**src/rtl/sp_core.sv**
```systemverilog
module sp_core #(
  parameter int DW = 8,
  parameter int NREG = 16
) (
  input  logic                    clk,
  input  logic                    rst_n,
  input  logic                    start,
  input  logic [DW-1:0]           start_addr,
  output logic [DW-1:0]           mem_addr,
  output logic                    mem_rd,
  output logic                    mem_wr,
  output logic [DW-1:0]           mem_wdata,
  input  logic [DW-1:0]           mem_rdata,
  output logic                    halted,
  output logic [DW-1:0]           pc_out,
  input  logic [$clog2(NREG)-1:0] dbg_sel,
  output logic [DW-1:0]           dbg_data
);
  localparam int RW = $clog2(NREG);
  localparam int SW = $clog2(DW);

  typedef enum logic [2:0] {S_IDLE, S_F1, S_F2, S_F3, S_EX, S_LD, S_HALT} st_t;
  st_t st;

  logic [DW-1:0]   pc;
  logic [2*DW-1:0] ir;
  logic [DW-1:0]   rf [NREG];

  wire [3:0]    op  = ir[15:12];
  wire [RW-1:0] fr  = ir[11:8];
  wire [RW-1:0] fs  = ir[7:4];
  wire [RW-1:0] ft  = ir[3:0];
  wire [DW-1:0] xy  = ir[7:0];
  wire [DW-1:0] vr  = rf[fr];
  wire [DW-1:0] vs  = rf[fs];
  wire [DW-1:0] vt  = rf[ft];
  wire [2*DW-1:0] dup = {vr, vr} >> ir[SW-1:0];

  logic          we;
  logic [RW-1:0] wa;
  logic [DW-1:0] wd;

  always_comb begin
    we = 1'b0; wa = fr; wd = '0;
    if (st == S_LD) begin
      we = 1'b1; wd = mem_rdata;
    end else if (st == S_EX) begin
      unique case (op)
        4'h2: begin we = 1'b1; wd = xy; end
        4'h4: begin we = (fr == '0); wa = ft; wd = vs; end
        4'h5: begin we = 1'b1; wd = vs + vt; end
        4'h7: begin we = 1'b1; wd = vs | vt; end
        4'h8: begin we = 1'b1; wd = vs & vt; end
        4'h9: begin we = 1'b1; wd = vs ^ vt; end
        4'hA: begin we = 1'b1; wd = dup[DW-1:0]; end
        default: ;
      endcase
    end
  end

  assign mem_rd    = (st == S_F1) || (st == S_F2) || (st == S_EX && op == 4'h1);
  assign mem_wr    = (st == S_EX && op == 4'h3);
  assign mem_addr  = (st == S_F1) ? pc : (st == S_F2) ? pc + 1'b1 : xy;
  assign mem_wdata = vr;
  assign halted    = (st == S_HALT);
  assign pc_out    = pc;
  assign dbg_data  = rf[dbg_sel];

  always_ff @(posedge clk) begin
    if (!rst_n) begin
      for (int i = 0; i < NREG; i++) rf[i] <= '0;
    end else if (we) begin
      rf[wa] <= wd;
    end
  end

  always_ff @(posedge clk) begin
    if (!rst_n) begin
      st <= S_IDLE;
      pc <= start_addr;
      ir <= '0;
    end else begin
      unique case (st)
        S_IDLE, S_HALT: if (start) begin pc <= start_addr; st <= S_F1; end
        S_F1: st <= S_F2;
        S_F2: begin ir[15:8] <= mem_rdata; st <= S_F3; end
        S_F3: begin ir[7:0] <= mem_rdata; pc <= pc + 2'd2; st <= S_EX; end
        S_EX: begin
          st <= S_F1;
          if (op == 4'h1) st <= S_LD;
          if (op == 4'hC) st <= S_HALT;
          if (op == 4'hB && vr == rf[0]) pc <= xy;
        end
        S_LD: st <= S_F1;
        default: st <= S_IDLE;
      endcase
    end
  end

  p_idle_quiet_r1: assert property (@(posedge clk) disable iff (!rst_n)
    (st == S_IDLE) |-> (!mem_rd && !mem_wr));
  p_pc_step_r2: assert property (@(posedge clk) disable iff (!rst_n)
    (st == S_F3) |=> (pc == $past(pc) + 2'd2));
  p_halt_hold_r3: assert property (@(posedge clk) disable iff (!rst_n)
    (halted && !start) |=> (halted && $stable(pc) && !mem_rd && !mem_wr));
  p_load_wait_r4: assert property (@(posedge clk) disable iff (!rst_n)
    (mem_rd && st == S_EX) |=> (st == S_LD));
  p_excl_r11: assert property (@(posedge clk) disable iff (!rst_n)
    !(mem_rd && mem_wr));
endmodule

```
**config.mk**
```make
export PLATFORM = sky130hd
export DESIGN_NAME = sp_core
export DESIGN_NICKNAME = d
export VERILOG_FILES = /design/src/rtl/sp_core.sv
export SDC_FILE = /design/constraint.sdc
export NUM_CORES = 1
export LEC_CHECK = 0
export BUFFER_PORTS_ARGS = -buffer_cell sky130_fd_sc_hd__buf_2
export CORE_ASPECT_RATIO = 0.7
export CORE_MARGIN = 8
export CORE_UTILIZATION = 50
export DETAILED_ROUTE_END_ITERATION = 6
export PLACE_DENSITY_LB_ADDON = 0.05
export SLEW_MARGIN = 25
export SYNTH_ARGS = -nofsm -noshare
export SYNTH_HDL_FRONTEND = slang
export SYNTH_SLANG_ARGS = --single-unit
```
**constraint.sdc**
```tcl
create_clock -name clk -period 4.5 [get_ports clk]
set_clock_uncertainty 0.15 [all_clocks]
set_input_delay 0.9 -clock clk [delete_from_list [all_inputs] [get_ports clk]]
set_output_delay 0.9 -clock clk [all_outputs]
set_load 0.005 [all_outputs]
```
==> results of run 1 <==
[synthesized netlist by cell type (18+ instances only)]
master and n:
a21oi_1 64, clkbuf_1 50, dfxtp_1 31, edfxtp_1 136, ha_1 18, inv_1 23
mux2i_1 30, mux4_2 135, nand2_1 115, nor2_1 156, nor3_1 41, o21ai_0 23
[per-layer routing]
metal	track usage (%)	up-vias
li1	-	4412
met1	45.22	5226
met2	38.38	781
met3	10.47	64
met4	8.246	2
met5	0	-
[worst paths after layout]
path | slack [ns] | from | depth (start not counted) | to
setup / recovery | 0.20 | flop | 12 | rf[6][6]
hold / removal | 0.37 | ir[8] | 2 | ir[8]
setup reg to reg | 0.20 | flop | 12 | rf[6][6]
hold reg to reg | 0.37 | ir[8] | 2 | ir[8]
[final cells by class]
class,count,area share (%)
Sequential cell,167,34.33
Multi-Input combinational cell,816,51.87
Timing Repair Buffer,121,6.040
Clock inverter,12,0.6569
Inverter,26,0.7117
Clock buffer,20,3.422
Tap cell,325,2.965
[sequential cells by signal (all words and copies together) (netlist names), named ones only]
register,count
st,3
ir,16
rf,128
pc_out,8
[worst min-delay path, delay by kind of cell (launching register included)]
kind,cells,cell delay [ns]
flops,1,0.33
simple gates,1,0.06
compound gates,1,0.07
[cell families (layout without fill, tap and decap cells)]
kind of cell | after synthesis | count (layout) | share of synthesized area [%]
AND/OR/NAND/NOR | 408 | 408 | 15.22
AO/OA/AOI/OAI | 198 | 198 | 11.20
buffers and inverters | 114 | 179 | 4.019
XOR/XNOR | 12 | 12 | 0.8547
multiplexers | 179 | 179 | 28.45
adder cells (fa/ha/maj) | 19 | 19 | 1.994
flip-flops | 167 | 167 | 38.26
[report_power, final]
| group | internal, mW | switching (mW) | total [mW] |
|---|---|---|---|
| Clock | 0.764 | 0.668 | 1.43 |
| Sequential | 1.73 | 0.0971 | 1.82 |
| Combinational | 0.297 | 0.386 | 0.684 |
==> flow_metrics.env, run 1 <==
export IMPL_status="complete, but fails checks"
export IMPL_failed_checks="DRC"
export IMPL_leakage_nw=4.564
export IMPL_cp_arrival_ns=4.34
export IMPL_crit_family="multiplexers"
export IMPL_fin_ws_ns=0.1977
export IMPL_yosysTopAreaCellShare_pct=33.21
export IMPL_start_kind="flop"
export IMPL_slew_viol_final=0
export IMPL_port_buffers=57
export IMPL_fin_cells=1487
export IMPL_grt_pass1_wl_microns=65560
export IMPL_insertion_delay_ns=0.44
export IMPL_routed_wl_microns=44380
export IMPL_wire_per_inst_microns=29.84
export IMPL_setup_viol=0
export IMPL_num_vias=10490
export IMPL_postCtsSetupBuffers=0
export IMPL_grt_pass1_vias=9735
export IMPL_final_cell_mix="nor2_1 (156), edfxtp_1 (136), mux4_2 (135)"
export IMPL_yosysWarnings=0
export IMPL_crit_type="reg -> reg"
export IMPL_worst_pin_slew_ns=0.9493
export IMPL_cts_tree="yes"
export IMPL_worstPathCellList="mux4_2 > mux4_2 > ha_1 > fa_1 > a21oi_1 > o21ai_0 > nand4b_1 > o21a_1 > a31oi_1 > a31oi_1 > buf_4 > nor2_1"
export IMPL_drcViolationCount=2
export IMPL_slowest_stage="mux4_2"
export IMPL_io_pins=58
export IMPL_fin_setup_tns_ns=0
export IMPL_row_count=48
export IMPL_endpoint_kind="flop"
export IMPL_synth_cells=1097
export IMPL_ys_ff_latch=167
export IMPL_worst_path_buf_inv=1
export IMPL_period_share_pct=95.61
export IMPL_grt_total_usage_pct=29.59
export IMPL_seq_area_sq_um=4708
export IMPL_gp_congestion=0.9623
export IMPL_first_iter_violations=1554
export IMPL_finalCriticalPeriod_ns=4.302
export IMPL_peakVddDrop_mv=0.2603
export IMPL_multi_input_area_sq_um=7113
export IMPL_antenna_found_initial=1
export IMPL_final_common_cell="nor2_1"
export IMPL_wl_met3_microns=6689
export IMPL_cts_buffers_inserted=17
export IMPL_htree_levels=4
export IMPL_netlist_area_sq_um=12300
export IMPL_postCtsHoldBufs=0
export IMPL_die_width_microns=203.4
export IMPL_n_antenna_cell=0
export IMPL_drt_pass1_iter_count=7
export IMPL_finalPower_mw=3.940
export IMPL_ant_nets=0
export IMPL_fmax_mhz=232.4
export IMPL_synth_top_area_cell="edfxtp_1"
export IMPL_crit_fanout=16
export IMPL_post_place_ws_ns=0.2981
export IMPL_synth_area_top_cells="edfxtp_1 (33%), mux4_2 (25%), dfxtp_1 (5.0%)"
export IMPL_wl_met1_microns=18850
export IMPL_path_clk_slew_ns=0.07
export IMPL_synth_edf_count=136
export IMPL_yosysUniqueCellTypes=80
export IMPL_top_layer_used="met5"
export IMPL_cts_sinks=167
export IMPL_maxSlewHeadroom_pct=36.71
export IMPL_die_h_microns=147.2
export IMPL_p_per_area_nw_per_um2=287.3
export IMPL_syn_num_nets=1139
export IMPL_fin_nets=1191
export IMPL_overflow=0
export IMPL_core_area_sq_um=24380
export IMPL_start_util_pct=50.43
export IMPL_cts_max_path_buffers=2
export IMPL_area_delta_synth_final_pct=11.52
export IMPL_postCtsResizedCells=0
export IMPL_holdCritPathClass="reg -> reg"
export IMPL_fin_area_sq_um=13710
export IMPL_grt_max_degree=33
export IMPL_wl_met2_microns=17810
export IMPL_final_util_pct=56.24
export IMPL_yosys_most_used_dff="edfxtp_1"
export IMPL_fp_dieArea_sq_um=29950
export IMPL_hpwl_microns=34470
export IMPL_critical_path_max_stage_delay_ns=0.56
export IMPL_drv_cap=0
export IMPL_cp_data_required_time_ns=4.54
export IMPL_synth_async_reset_ratio_pct=0
export IMPL_rsz0062_at_grt="no"
export IMPL_dp_cells=1455
export IMPL_synth_seq_area_share_pct=38.26
export IMPL_timing_hold_ws_ns=0.3657
export IMPL_viasPerCell=7.051
export IMPL_fillers=2153
export IMPL_placed_cell_area_sq_um=13150
export IMPL_hold_violations=0
export IMPL_cts_root_buf="clkbuf_16"
export IMPL_drive_above_1_share_pct=27.62
export IMPL_syn_area_per_cell_sq_um=11.21
Note: power is estimated with default switching activity, not from simulation.
==> run 2: changes to the inputs <==
--- a/config.mk
+++ b/config.mk
@@ -7,8 +7,8 @@
 export LEC_CHECK = 0
 export BUFFER_PORTS_ARGS = -buffer_cell sky130_fd_sc_hd__buf_2
 export CORE_ASPECT_RATIO = 0.7
-export CORE_MARGIN = 8
-export CORE_UTILIZATION = 50
+export CORE_MARGIN = 3
+export CORE_UTILIZATION = 40
 export DETAILED_ROUTE_END_ITERATION = 6
 export PLACE_DENSITY_LB_ADDON = 0.05
 export SLEW_MARGIN = 25
==> run 2 against run 1 <==
Net effect:
- the flow now finishes without violations
- via count is 1.3% lower
- non-clock buffer count grew 5
- register-to-register slack better by 0.06 ns
- first-iteration DRC count decreased by 15%
- fmax rose by 1.4%
- die area is 9.9% higher
- setup slack improved by 0.060 ns
- final cell count is 6.2% higher
- largest power group unchanged
- critical path depth up 1
- wire length rose by 4.0%
- core utilization shrank 10 points
- count of clock-buffer cells in the layout shrank 3
==> flow_metrics.env, run 2 (same netlist as run 1, synthesis figures left out) <==
export IMPL_first_iter_violations=1325
export IMPL_gp_congestion=1.011
export IMPL_grt_max_degree=32
export IMPL_fin_cells=1579
export IMPL_cp_arrival_ns=4.28
export IMPL_port_buffers=57
export IMPL_rrSetupSlack_ns=0.26
export IMPL_period_share_pct=94.27
export IMPL_endpoint_kind="flop"
export IMPL_area_delta_synth_final_pct=12.81
export IMPL_drcViolationCount=0
export IMPL_postCtsSetupBuffers=0
export IMPL_multi_input_area_sq_um=7119
export IMPL_cts_buffers_inserted=17
export IMPL_rsz0062_at_grt="no"
export IMPL_largest_reg_flops=128
export IMPL_worst_pin_slew_ns=0.9955
export IMPL_row_count=53
export IMPL_crit_family="multiplexers"
export IMPL_htree_levels=4
export IMPL_hold_violations=0
export IMPL_drv_cap=0
export IMPL_wl_met1_microns=21640
export IMPL_postCtsHoldBufs=0
export IMPL_wl_met2_microns=18320
export IMPL_drt_pass1_iter_count=6
export IMPL_crit_fanout=16
export IMPL_worst_r2r_path_depth=13
export IMPL_seq_area_sq_um=4708
export IMPL_drive_above_1_share_pct=27.93
export IMPL_grt_total_usage_pct=28.21
export IMPL_path_depth=13
export IMPL_viasPerCell=6.552
export IMPL_holdCritPathClass="reg -> reg"
export IMPL_hpwl_microns=36310
export IMPL_setup_viol=0
export IMPL_core_area_sq_um=30170
export IMPL_leakage_nw=4.575
export IMPL_routed_wl_microns=46170
export IMPL_fin_ws_ns=0.2580
export IMPL_peakVddDrop_mv=0.2631
export IMPL_slew_viol_final=0
export IMPL_start_util_pct=40.75
export IMPL_path_clk_slew_ns=0.07
export IMPL_n_antenna_cell=0
export IMPL_post_place_ws_ns=0.3472
export IMPL_num_vias=10350
export IMPL_ant_nets=0
export IMPL_die_h_microns=152.7
export IMPL_dp_cells=1547
export IMPL_fp_dieArea_sq_um=32920
export IMPL_final_common_cell="nor2_1"
export IMPL_start_kind="flop"
export IMPL_slowest_stage="dfxtp_1"
export IMPL_fin_nets=1196
export IMPL_die_width_microns=215.6
export IMPL_fillers=2844
export IMPL_crit_type="reg -> reg"
export IMPL_worstPathCellList="buf_4 > mux4_2 > mux4_2 > inv_1 > ha_1 > a21oi_1 > and2_1 > or3_1 > o211ai_1 > a221o_1 > a41oi_2 > buf_4 > nor2_1"
export IMPL_critical_path_max_stage_delay_ns=0.65
export IMPL_cp_data_required_time_ns=4.54
export IMPL_cts_sinks=167
export IMPL_wl_met3_microns=5417
export IMPL_finalCriticalPeriod_ns=4.242
export IMPL_wire_per_inst_microns=29.24
export IMPL_status="finished clean"
export IMPL_worst_path_buf_inv=3
export IMPL_top_layer_used="met4"
export IMPL_maxSlewHeadroom_pct=33.13
export IMPL_grt_pass1_vias=9805
export IMPL_antenna_found_initial=0
export IMPL_p_per_area_nw_per_um2=286.2
export IMPL_fmax_mhz=235.7
export IMPL_cts_tree="yes"
export IMPL_top_register="rf"
export IMPL_cts_max_path_buffers=2
export IMPL_hold_path_depth=2
export IMPL_io_pins=58
export IMPL_final_cell_mix="nor2_1 (156), edfxtp_1 (136), mux4_2 (135)"
export IMPL_insertion_delay_ns=0.44
export IMPL_overflow=0
export IMPL_postCtsResizedCells=0
export IMPL_fin_setup_tns_ns=0
export IMPL_cts_root_buf="clkbuf_16"
export IMPL_grt_pass1_wl_microns=68060
## run 2: cell types whose count changed in the layout (fill, tap and decap cells not counted), moves of 2 or more
cell and delta:
buf_4 +5, clkinv_2 -3, clkinvlp_4 +2, inv_6 +2
## run 2: power breakdown
group / total [mW] / switching [mW] / internal [mW]
clock: 1.46 / 0.687 / 0.773
sequential: 1.83 / 0.0993 / 1.73
combinational: 0.684 / 0.385 / 0.299
total: 3.97 / 1.17 / 2.80
## run 2: stage by stage
stage               hold WS [ns]  util, %  total power [mW]  instance area, sq um
floorplan                 0.3103        -             2.256                 12300
global placement          0.3422    44.10             2.528                 13310
detailed placement        0.3458    44.10             2.526                 13310
CTS                       0.3673    45.98             3.965                 13870
global route              0.4049    45.98             4.101                 13870
finish                    0.3710    45.98             3.970                 13870
## run 2: final timing paths
kind	from	end
hold reg to reg	ir[10]	flop
hold / removal	ir[10]	flop
setup / recovery	flop	rf[12][3]
setup reg to reg	flop	rf[12][3]
## run 2: worst min-delay path, stage by stage (launching register included)
cell	delay (ns)
dfxtp_1	0.34
nand2_1	0.06
a21oi_1	0.07
## run 2: routing by layer
layer	track usage, %	up-vias
met5	0	-
met4	5.723	0
met3	9.647	51
met2	37.54	606
met1	44.12	5270
li1	-	4419
## run 2: area by class of cell
class	instances	share of cell area (%)
Sequential cell	167	33.94
Clock inverter	15	1.010
Timing Repair Buffer	126	6.242
Clock buffer	17	3.067
Multi-Input combinational cell	816	51.32
Tap cell	412	3.716
Inverter	26	0.7035
